<file path="src/rtl/tag_delay_pkg.sv">
// Shared helpers for the tag delay line.
// Assumes slot counts are small enough to fit in an int.
package tag_delay_pkg;

    // Returns the slot index that follows 'cur' in a ring of 'len' slots.
    function automatic int unsigned ring_next(int unsigned cur, int unsigned len);
        return (cur == len - 1) ? 0 : cur + 1;
    endfunction

endpackage

</file>
<file path="src/rtl/tag_slot_ptr.sv">
// Slot pointer pair for the tag delay line.
// Keeps a write slot and a read slot that always sits one slot ahead of it,
// both stepping once per cycle around a ring of SLOTS entries.
// Assumes SLOTS is at least 2 and that rst_n is synchronous and active low.
module tag_slot_ptr
    import tag_delay_pkg::*;
#(
    parameter int unsigned SLOTS = 16,
    localparam int unsigned PW   = $clog2(SLOTS)
) (
    input  logic          clk,
    input  logic          rst_n,
    output logic [PW-1:0] wr_slot,
    output logic [PW-1:0] rd_slot
);

    // Step both pointers each cycle; the read pointer starts one slot ahead.
    always_ff @(posedge clk) begin
        if (!rst_n) begin
            wr_slot <= '0;
            rd_slot <= PW'(1);
        end else begin
            wr_slot <= PW'(ring_next(32'(wr_slot), SLOTS));
            rd_slot <= PW'(ring_next(32'(rd_slot), SLOTS));
        end
    end

endmodule

</file>
<file path="src/rtl/tag_bank.sv">
// Single-port storage bank with one read-write port.
// A write stores wdata at addr. A read puts the word into rdata at the clock edge.
// There is no reset, as in a plain SRAM macro; contents start unknown.
module tag_bank #(
    parameter int unsigned WORDS = 8,
    parameter int unsigned WIDTH = 4,
    localparam int unsigned AW   = (WORDS > 1) ? $clog2(WORDS) : 1
) (
    input  logic             clk,
    input  logic             en,
    input  logic             we,
    input  logic [AW-1:0]    addr,
    input  logic [WIDTH-1:0] wdata,
    output logic [WIDTH-1:0] rdata
);

    logic [WIDTH-1:0] mem [WORDS];

    // Single port: either store the word or register the addressed word.
    always_ff @(posedge clk) begin
        if (en) begin
            if (we) begin
                mem[addr] <= wdata;
            end else begin
                rdata <= mem[addr];
            end
        end
    end

endmodule

</file>
<file path="src/rtl/tag_delay_line.sv">
// Fixed-latency delay line for a valid flag and a row identifier.
// Slot k of a ring of DELAY slots lives in bank k[0] at row k>>1. The write
// slot and the read slot are neighbours, so they always fall in different
// banks. The bank read adds one registered stage after DELAY-1 cycles of
// storage, and the output register adds one more, for DELAY cycles in total.
// A warm-up counter hides slots that have not been written since reset.
// Assumes DELAY is even and at least 4, and a synchronous active-low reset.
module tag_delay_line #(
    parameter int unsigned DELAY = 16,
    parameter int unsigned ROWS  = 32,
    localparam int unsigned ID_W = (ROWS > 1) ? $clog2(ROWS) : 1,
    localparam int unsigned EW   = ID_W + 1,
    localparam int unsigned PW   = $clog2(DELAY),
    localparam int unsigned HALF = DELAY / 2,
    localparam int unsigned AW   = PW - 1
) (
    input  logic            clk,
    input  logic            rst_n,
    input  logic            in_valid,
    input  logic [ID_W-1:0] in_id,
    output logic            out_valid,
    output logic [ID_W-1:0] out_id
);

    // reject ring lengths that would let read and write share a bank.
    generate
        if ((DELAY % 2) != 0 || DELAY < 4) begin : g_bad_delay
            $error("tag_delay_line: DELAY must be even and at least 4");
        end
    endgenerate

    logic [PW-1:0] wr_slot;
    logic [PW-1:0] rd_slot;
    logic          wr_bank;
    logic          rd_bank;
    logic [AW-1:0] wr_row;
    logic [AW-1:0] rd_row;
    logic [EW-1:0] entry_in;
    logic [EW-1:0] bank_q [2];
    logic [EW-1:0] picked;
    logic          rd_sel_q;
    logic          primed_q;
    logic [PW-1:0] warm_cnt;

    tag_slot_ptr #(.SLOTS(DELAY)) u_ptr (
        .clk     (clk),
        .rst_n   (rst_n),
        .wr_slot (wr_slot),
        .rd_slot (rd_slot)
    );

    // Split each slot into a bank select and a row inside that bank.
    always_comb begin
        wr_bank = wr_slot[0];
        rd_bank = rd_slot[0];
        wr_row  = wr_slot[PW-1:1];
        rd_row  = rd_slot[PW-1:1];
    end

    // Idle cycles still occupy a slot, stored with the flag cleared.
    always_comb begin
        entry_in = {in_valid, in_valid ? in_id : ID_W'(0)};
    end

    // One bank per slot parity; the write bank writes and the other one reads.
    generate
        for (genvar b = 0; b < 2; b++) begin : g_bank
            logic          b_we;
            logic [AW-1:0] b_addr;

            // Pick this bank's role and address for the current cycle.
            always_comb begin
                b_we   = (wr_bank == b[0]);
                b_addr = b_we ? wr_row : rd_row;
            end

            tag_bank #(.WORDS(HALF), .WIDTH(EW)) u_bank (
                .clk   (clk),
                .en    (rst_n),
                .we    (b_we),
                .addr  (b_addr),
                .wdata (entry_in),
                .rdata (bank_q[b])
            );
        end
    endgenerate

    // Count edges since reset until the read slot has been written at least once.
    always_ff @(posedge clk) begin
        if (!rst_n) begin
            warm_cnt <= '0;
        end else if (warm_cnt != PW'(DELAY - 1)) begin
            warm_cnt <= warm_cnt + PW'(1);
        end
    end

    // Remember which bank was read and whether that read was trustworthy.
    always_ff @(posedge clk) begin
        if (!rst_n) begin
            rd_sel_q <= 1'b0;
            primed_q <= 1'b0;
        end else begin
            rd_sel_q <= rd_bank;
            primed_q <= (warm_cnt == PW'(DELAY - 1));
        end
    end

    // Select the word from the bank that performed the read.
    always_comb begin
        picked = rd_sel_q ? bank_q[1] : bank_q[0];
    end

    // Output register: the final cycle of delay, with the id zeroed when idle.
    always_ff @(posedge clk) begin
        if (!rst_n) begin
            out_valid <= 1'b0;
            out_id    <= '0;
        end else if (primed_q && picked[EW-1]) begin
            out_valid <= 1'b1;
            out_id    <= picked[ID_W-1:0];
        end else begin
            out_valid <= 1'b0;
            out_id    <= '0;
        end
    end

endmodule

</file>
<file path="config.mk">
export PLATFORM = sky130hd
export DESIGN_NAME = tag_delay_line
export DESIGN_NICKNAME = d
export VERILOG_FILES = /design/src/rtl/tag_delay_pkg.sv /design/src/rtl/tag_slot_ptr.sv /design/src/rtl/tag_bank.sv /design/src/rtl/tag_delay_line.sv
export SDC_FILE = /design/constraint.sdc
export NUM_CORES = 1
export LEC_CHECK = 0
export ABC_CLOCK_PERIOD_IN_PS = 3300
export BUFFER_PORTS_ARGS = -buffer_cell sky130_fd_sc_hd__buf_4
export CORE_MARGIN = 3
export CORE_UTILIZATION = 66
export CTS_CLUSTER_SIZE = 40
export DETAILED_ROUTE_END_ITERATION = 6
export PLACE_DENSITY_LB_ADDON = 0.08
export SYNTH_ARGS = -nofsm -noshare
export SYNTH_HDL_FRONTEND = slang
export SYNTH_SLANG_ARGS = --single-unit
</file>
<file path="constraint.sdc">
create_clock -name clk -period 3.3 [get_ports clk]
set_input_delay 0.66 -clock clk [delete_from_list [all_inputs] [get_ports clk]]
set_output_delay 0.66 -clock clk [all_outputs]
set_load 0.02 [all_outputs]
</file>
==> reports/metrics.yaml, run 1 <==
outcome:
  status: "complete, no violations"
drt:
  drcViolationCount: 0
  wl_per_cell_um: 19.9
  wirelength_mm: 10.6
  initialDrtViolationCount: 331
  vias: 3214
  antenna_left: 0
  routed_via_density: 6.04
  drt-pass1-iter-count: 5
pwr:
  internal-power_mw: 3.22
  powerDensity_nw_per_um2: 705
  combinationalPowerShare_pct: 7.1
  p_leak_nw: 2.13
  power.switching_uw: 932
  netSwitchingFraction_pct: 22.5
  p_seq_share_pct: 44.3
  peakVddDrop_mv: 0.535
  power_mw: 4.15
  clockPowerShare_pct: 48.6
place:
  place_ws_ns: 1.07
  place_area_sq_um: 5230
  hpwl_mm: 6.55
  io_buffers: 13
  gp_congestion: 0.905
clocking:
  ctsHoldBuffers: 0
  clk_latency_ns: 0.51
  clkTransAtPathRegs_ns: 0.06
  root_buffer: "clkbuf_8"
  post_cts_buffers: 0
  cts.htree.levels: 4
  clock_path_buffers: 2
  clkSinkCount: 128
  numCtsBuffers: 17
  cts.repair.resized: 0
  cts_tree: "yes"
die:
  io_pins: 14
  fp.dieArea_sq_um: 8810
  core_sq_um: 7370
  initial_core_util_pct: 69.1
  row_count: 31
  die_y_um: 93.9
  die_x_um: 93.9
worst_setup_path:
  startpoint_type: "flop"
  critical_path.endpoint_type: "flop"
  critPathKind: "flop to flop"
  reg2reg_depth: 5
  crit_fanout: 24
  crit_required_ns: 3.53
  cp.arrival_ns: 2.46
  r2r_setup_slack_ns: 1.07
cells_and_area:
  fillers: 417
  final_common_cell: "edfxtp_1"
  diodes: 0
  multi_input_area_sq_um: 1320
  final_cell_mix: "edfxtp_1 (108), nand2_1 (100), a21oi_1 (52), nor2_1 (30), dfxtp_1 (20)"
  postLayoutCellArea_sq_um: 5880
  syn2layout_area_growth_pct: 15.4
  drive_above_1_share_pct: 13.4
  layout.nets: 431
  layout.area.seq_sq_um: 3640
global_route:
  top_usage_layer: "met2"
  track_usage_pct: 26.2
  grtUsageMet1_pct: 36.6
  use_met3_pct: 8.57
  grt_max_degree: 25
  grt_pass1_vias: 3121
  antenna_found_initial: 0
  globalRoute.totalOverflow: 0
  grt_pass1_wl_mm: 16.6
  grt_use_met2_pct: 39.8
timing:
  rsz0062_at_grt: "no"
  fin_skew_ns: 0.00851
  finalCriticalPeriod_ns: 2.23
  max_freq_mhz: 448
  hold_violations: 0
  fin_setup_tns_ns: 0
  hold_ws_ns: 0.397
  fin_ws_ns: 1.07
  worstMarginPinSlew_ns: 0.748
  finalSetupViolCount: 0
  relSlewSlack_pct: 50.1
  drv_slew: 0
  finalCritPeriodShare_pct: 67.7
flow_run:
  maxCapViolations: 0
synthesis:
  synth_fp_nets: 412
  synth.avg_cell_area_sq_um: 12.7
  ys_seq_area_share_pct: 71.5
  synth_area_sq_um: 5090
  netlist-cell-type-count: 34
  synth_seq_cells: 128
  synth_cells: 401
  ys_warn_count: 0
hold_path:
  hold_path_class: "primary input to flop"
  min_path_cells: 2
==> sequential cells by signal, indices dropped and copies added, names as in the netlist <==
name	count
u_ptr.rd_slot	4
out_valid	1
out_id	5
rd_sel_q	1
g_bank.u_bank.rdata	12
primed_q	1
g_bank.u_bank.mem	96
u_ptr.wr_slot	4
warm_cnt	4
==> cell families after synthesis <==
family,after synthesis,synth area share [%]
simple gates,166,14.2
flops,128,71.5
compound gates,66,7.57
buf+inv,22,2.55
mux,13,2.85
xor+xnor,3,0.516
fa+ha+maj,3,0.737
==> path summary, 6_finish.rpt <==
path,from,end
worst max-delay path,u_ptr.wr_slot[0]$_SDFF_PP0_,g_bank[1].u_bank.rdata[5]$_DFFE_PP_
worst min-delay path,rst_n,u_ptr.rd_slot[0]$_SDFF_PN1_
worst max register to register,u_ptr.wr_slot[0]$_SDFF_PP0_,g_bank[1].u_bank.rdata[5]$_DFFE_PP_
worst min register to register,g_bank[1].u_bank.rdata[2]$_DFFE_PP_,out_id[2]$_SDFF_PN0_
==> cells in the mapped netlist (all sizes together) <==
cell    count  area (sq um)
edfxtp    108          3240
nand2     100           375
a21oi      54           278
nor2       30           113
dfxtp      20           400
or4        12          90.1
buf        11          88.8
mux2i      10           104
and2        7          43.8
a31oi       6          71.3
clkbuf      6          22.5
inv         5          18.8
nand3       5          25.0
o21ai       4          20.0
ha          3          37.5
mux2        3          41.3
nor3        3          15.0
xnor2       3          26.3
and3b       2          17.5
nor2b       2          12.5
nor3b       2          15.0
a211oi      1          7.51
a311oi      1          8.76
and3        1          6.26
nand2b      1          6.26
or3         1          6.26
==> metal layers <==
layer | part of all wire (%) | up-vias
met3 | 8.4 | 15
met1 | 42 | 1544
met5 | 0 | -
met2 | 48 | 172
met4 | 1.2 | 0
li1 | - | 1483
==> critical path, cell delays in order, from the launching register on <==
cell	delay, ns
dfxtp_1	0.34
buf_4	0.31
mux2_4	0.45
nand2_1	0.12
a21oi_1	0.11
or4_1	0.61
==> power by group through the flow <==
stage                     Combinational (mW)  Sequential, mW  Clock [mW]
final                                  0.294            1.84        2.01
after global routing                   0.324            1.84        2.11
after detailed placement               0.282            1.87           0
after floorplan                        0.219            1.85           0
after CTS                              0.290            1.84        2.03
after global placement                 0.276            1.87           0
==> stage by stage <==
stage,util (%),std cells
4_1_cts,79.8,532
5_1_grt,79.8,532
3_5_place_dp,71.0,500
6_report,79.8,532
3_3_place_gp,71.0,500
2_1_floorplan,-,401
==> final cells by class <==
| class | count | area share, % |
|---|---|---|
| Tap cell | 99 | 2.11 |
| Clock inverter | 14 | 3.87 |
| Sequential cell | 128 | 62.0 |
| Clock buffer | 18 | 7.11 |
| Inverter | 5 | 0.319 |
| Timing Repair Buffer | 17 | 2.17 |
| Multi-Input combinational cell | 251 | 22.5 |
No activity file was read; power rests on OpenSTA's default activity.
==> run 2: changes to the inputs <==
Settings changed: ABC_CLOCK_PERIOD_IN_PS 3300 to 1950, CORE_UTILIZATION 66 to 55.
Clock period 3.3 ns to 1.95 ns, I/O delays scaled along.
==> run 2 against run 1 <==
The run now ends with negative setup slack left. First-iteration DRC count increased by 3.3%. Cell count is 10% higher. Hold slack got worse by 0.28 ns. Worst setup slack got worse by 1.1 ns. Wire length is 12% higher. Count of clock-buffer cells in the layout decreased by 1. Non-clock buffer count grew 43. Power grew 66%. Flip-flop and latch count did not move.
==> reports/metrics.yaml, run 2 (same netlist as run 1, synthesis figures left out) <==
outcome:
  status: "finished with violations"
  violations: "negative setup slack"
cells_and_area:
  multi_input_area_sq_um: 1370
  layout.nets: 476
  layout.area.seq_sq_um: 3650
  drive_above_1_share_pct: 23.6
  diodes: 0
  fillers: 610
  largestRegisters: "g_bank.u_bank.mem: 96 flops, g_bank.u_bank.rdata: 12 flops, out_id: 5 flops"
  regMostFlops: "g_bank.u_bank.mem"
  syn2layout_area_growth_pct: 22.9
  postLayoutCellArea_sq_um: 6260
  final_common_cell: "edfxtp_1"
  largest_reg_flops: 96
  final_cell_mix: "edfxtp_1 (108), nand2_1 (99), buf_4 (55), a21oi_1 (52), nor2_1 (30)"
  final_cells: 586
worst_setup_path:
  r2r_start: "u_ptr.wr_slot[0]$_SDFF_PP0_"
  crit_required_ns: 2.19
  critPathKind: "flop to flop"
  reg2reg_to: "g_bank[0].u_bank.rdata[2]$_DFFE_PP_"
  startpoint_type: "flop"
  critical_path.endpoint_type: "flop"
  worstSetupStartpoint: "u_ptr.wr_slot[0]$_SDFF_PP0_"
  cp_num_cells: 6
  slowest_delay_ns: 0.55
  r2r_setup_slack_ns: -0.02
  crit_fanout: 7
  cp_slowest_cell: "or4_1"
  reg2reg_depth: 6
  crit_chain: "buf_6, and3b_1, a31oi_2, buf_4, a21oi_1, or4_1"
  cp.arrival_ns: 2.21
  cp.buffers_inverters: 2
  cp_top_family: "simple AND/OR/NAND/NOR gates"
global_route:
  grt_max_degree: 25
  grt_pass1_vias: 3245
  antenna_found_initial: 0
  grt_pass1_wl_mm: 17.8
  globalRoute.totalOverflow: 0
  track_usage_pct: 23.8
die:
  die_x_um: 102
  row_count: 34
  io_pins: 14
  initial_core_util_pct: 57.6
  fp.dieArea_sq_um: 10500
  core_sq_um: 8850
  die_y_um: 102
timing:
  max_freq_mhz: 508
  fin_skew_ns: 0.00699
  fin_setup_tns_ns: -0.0186
  worstMarginPinSlew_ns: 0.738
  relSlewSlack_pct: 49.8
  fin_ws_ns: -0.0186
  hold_ws_ns: 0.120
  drv_slew: 0
  finalSetupViolCount: 1
  finalCritPeriodShare_pct: 101
  finalCriticalPeriod_ns: 1.97
  hold_violations: 0
clocking:
  cts.htree.levels: 4
  clk_latency_ns: 0.52
  clock_path_buffers: 2
  ctsHoldBuffers: 0
  numCtsBuffers: 17
  clkSinkCount: 128
  cts_tree: "yes"
  clkTransAtPathRegs_ns: 0.06
  root_buffer: "clkbuf_8"
place:
  place_area_sq_um: 5570
  dp.cells: 549
  hpwl_mm: 7.01
  io_buffers: 13
  gp_congestion: 0.895
hold_path:
  worstHoldEndpoint: "u_ptr.rd_slot[0]$_SDFF_PN1_"
  hold_path_class: "primary input to flop"
  min_from: "rst_n"
  min_path_cells: 2
drt:
  wl_per_cell_um: 20.2
  initialDrtViolationCount: 342
  drcViolationCount: 0
  antenna_left: 0
  wirelength_mm: 11.8
  vias: 3316
  drt-pass1-iter-count: 5
  routed_via_density: 5.66
flow_run:
  maxCapViolations: 0
pwr:
  power_mw: 6.87
  powerDensity_nw_per_um2: 1100
  p_leak_nw: 2.36
  peakVddDrop_mv: 0.609
-- run 2: per-stage QoR --
step | utilization, % | setup WS (ns)
6_report | 70.8 | -0.0186
5_1_grt | 70.8 | -0.0356
4_1_cts | 70.3 | 0.0158
3_5_place_dp | 63.0 | -0.214
3_3_place_gp | 63.0 | -0.172
2_1_floorplan | - | 0.0816
-- run 2: layout make-up --
cell class | instances | share of cell area, %
clock inverters | 15 | 2.92
well taps | 108 | 2.16
repair buffers | 60 | 7.77
flip-flops and latches | 128 | 58.3
clock buffers | 17 | 6.61
inverters | 5 | 0.300
multi-input cells | 253 | 21.9
-- run 2: routing by layer --
layer	GRT usage, %	routed length (um)	vias up
li1	-	-	1567
met1	34.7	5150	1584
met2	35.5	5620	143
met3	5.67	847	22
met4	8.48	218	0
met5	0	0	-
-- run 2: what timing repair did --
action,4_1_cts,5_1_grt
pin swaps,0,3
buffers inserted,3,0
endpoints found under the setup margin,11,18
resized for setup,6,10
cloned,1,1
-- run 2: worst max path at each step --
| stage | end |
|---|---|
| finish | g_bank[0].u_bank.rdata[2]$_DFFE_PP_ |
| global route | g_bank[0].u_bank.rdata[2]$_DFFE_PP_ |
| CTS | g_bank[1].u_bank.rdata[4]$_DFFE_PP_ |
| detailed placement | g_bank[1].u_bank.rdata[2]$_DFFE_PP_ |
| global placement | g_bank[1].u_bank.rdata[2]$_DFFE_PP_ |
| floorplan | g_bank[0].u_bank.mem[1][0]$_DFFE_PP_ |
-- run 2: report_power, final --
part	switching [mW]	total, mW	internal [mW]
Sequential	0.0596	3.12	3.06
Combinational	0.355	0.590	0.235
Clock	1.20	3.17	1.96
Total	1.62	6.87	5.26
==> run 3: changes to the inputs <==
Settings changed: ABC_CLOCK_PERIOD_IN_PS 1950 to 1700.
Clock period 1.95 ns to 1.7 ns, I/O delays scaled along.
==> run 3 against run 2 <==
The flow still finishes with violations (negative setup slack). Cell count rose by 2.6%. Clock power rose by 8.2%. Flip-flop and latch count is the same. Highest routed layer unchanged.
==> reports/metrics.yaml, run 3 (same netlist as run 1, synthesis figures left out) <==
cells_and_area:
  largest_reg_flops: 96
  drive_above_1_share_pct: 35.9
  largestRegisters: "g_bank.u_bank.mem: 96 flops, g_bank.u_bank.rdata: 12 flops, out_id: 5 flops"
  diodes: 0
  final_common_cell: "edfxtp_1"
  syn2layout_area_growth_pct: 31.0
  layout.nets: 491
  regMostFlops: "g_bank.u_bank.mem"
  final_cells: 601
  final_cell_mix: "edfxtp_1 (108), nand2_1 (90), buf_4 (58), a21oi_1 (40), clkbuf_16 (18)"
place:
  gp_congestion: 0.819
  dp.cells: 555
  io_buffers: 13
  hpwl_mm: 7.08
global_route:
  use_met3_pct: 6.83
  grt_pass1_vias: 3225
  grtUsageMet1_pct: 34.8
  antenna_found_initial: 0
  track_usage_pct: 23.7
  grt_use_met2_pct: 34.4
  grt_pass1_wl_mm: 17.8
  grt_max_degree: 25
  top_usage_layer: "met1"
  globalRoute.totalOverflow: 0
outcome:
  status: "finished with violations"
  violations: "negative setup slack"
clocking:
  cts_tree: "yes"
  clkTransAtPathRegs_ns: 0.06
  clkSinkCount: 128
  clk_latency_ns: 0.52
  root_buffer: "clkbuf_8"
  clock_path_buffers: 2
  cts.htree.levels: 4
  numCtsBuffers: 17
worst_setup_path:
  crit_required_ns: 1.95
  startpoint_type: "flop"
  critPathKind: "flop to flop"
  cp_common_cell: "buf_6"
  cp.buffers_inverters: 3
  cp_top_family: "simple AND/OR/NAND/NOR gates"
  r2r_start: "u_ptr.wr_slot[0]$_SDFF_PP0_"
  cp_slowest_cell: "or4_4"
  reg2reg_to: "g_bank[1].u_bank.rdata[3]$_DFFE_PP_"
  crit_fanout: 6
  reg2reg_depth: 7
  worstSetupStartpoint: "u_ptr.wr_slot[0]$_SDFF_PP0_"
  critical_path.endpoint_type: "flop"
  cp.arrival_ns: 2.20
  slowest_delay_ns: 0.50
  r2r_setup_slack_ns: -0.24
  crit_chain: "buf_6, buf_6, mux2i_4, clkbuf_16, nand2_1, a21oi_1, or4_4"
pwr:
  clockPowerShare_pct: 43.4
  internal-power_mw: 5.89
  powerDensity_nw_per_um2: 1190
  peakVddDrop_mv: 0.747
  combinationalPowerShare_pct: 11.4
  power.switching_mw: 2.02
  netSwitchingFraction_pct: 25.5
  p_seq_share_pct: 45.2
  p_leak_nw: 2.45
drt:
  initialDrtViolationCount: 350
  drt-pass1-iter-count: 6
  vias: 3473
  drcViolationCount: 0
  wl_per_cell_um: 20.1
  wirelength_mm: 12.1
  antenna_left: 0
  routed_via_density: 5.78
die:
  io_pins: 14
  die_y_um: 102
  fp.dieArea_sq_um: 10500
  row_count: 34
  core_sq_um: 8850
  initial_core_util_pct: 57.6
  die_x_um: 102
timing:
  relSlewSlack_pct: 73.5
  finalSetupViolCount: 12
  fin_setup_tns_ns: -2.45
  fin_skew_ns: 0.00724
  rsz0062_at_grt: "yes"
  drv_slew: 0
  worstMarginPinSlew_ns: 0.389
  finalCritPeriodShare_pct: 114
  max_freq_mhz: 515
  finalCriticalPeriod_ns: 1.94
  hold_violations: 0
  fin_ws_ns: -0.242
hold_path:
  min_from: "rst_n"
  min_path_cells: 3
  hold_path_class: "primary input to flop"
  worstHoldEndpoint: "u_ptr.rd_slot[0]$_SDFF_PN1_"
flow_run:
  maxCapViolations: 0
[run 3: changes by cell type in the layout (fill, tap and decap cells not counted), sizes merged]
| cell | change |
|---|---|
| buf | +14 |
| clkinv | -4 |
| clkbuf | +3 |
| inv | +3 |
| bufinv | -2 |
| clkinvlp | +2 |
| mux2 | -1 |
[run 3: power by group through the flow]
stage / registers (mW) / logic [mW] / clock network [mW]
6_report: 3.57 / 0.902 / 3.43
5_1_grt: 3.58 / 0.968 / 3.62
4_1_cts: 3.57 / 0.704 / 3.44
3_5_place_dp: 3.63 / 0.654 / 0
3_3_place_gp: 3.63 / 0.643 / 0
2_1_floorplan: 3.59 / 0.435 / 0
[run 3: worst max path at each step]
stage          cells past startpoint                                  end
6_report                           7  g_bank[1].u_bank.rdata[3]$_DFFE_PP_
5_1_grt                            7  g_bank[1].u_bank.rdata[5]$_DFFE_PP_
4_1_cts                            5  g_bank[0].u_bank.rdata[5]$_DFFE_PP_
3_5_place_dp                       4  g_bank[0].u_bank.rdata[4]$_DFFE_PP_
3_3_place_gp                       4  g_bank[0].u_bank.rdata[0]$_DFFE_PP_
2_1_floorplan                      6  g_bank[1].u_bank.rdata[0]$_DFFE_PP_
[run 3: layout make-up]
cell class                 count  area (sq um)
clock buffer                  18           418
tap                          108           135
clock inverter                14           145
sequential                   128          3660
multi-input combinational    252          1620
fill                         521          2180
inverter                       5          18.8
timing repair buffer          76           683
[run 3: metrics by stage]
stage	util (%)	area [sq um]	total power, mW	hold WS, ns	setup slack [ns]
2_1_floorplan	-	5110	4.03	0.416	-0.0776
3_3_place_gp	63.5	5620	4.27	0.476	-0.297
3_5_place_dp	63.5	5620	4.28	0.475	-0.302
4_1_cts	71.1	6290	7.72	0.143	-0.203
5_1_grt	75.4	6670	8.17	0.174	-0.273
6_report	75.4	6670	7.91	0.176	-0.242
[run 3: worst reg2reg max path, delay by kind of cell, from the launching register on]
kind	cells	cell delay (ns)
simple gates	2	0.58
buf+inv	3	0.45
flops	1	0.35
compound gates	1	0.08
mux	1	0.23
[run 3: per-layer routing]
metal	wire length (um)	vias to the layer above
li1	-	1606
met1	5280	1699
met2	5640	148
met3	961	20
met4	217	0
met5	0	-
[run 3: repair_timing]
item,4_1_cts,5_1_grt
hold buffers,0,0
setup buffers,1,9
resized for setup,25,65
pin swaps,2,9
setup endpoints to repair,90,90
cloned,1,3
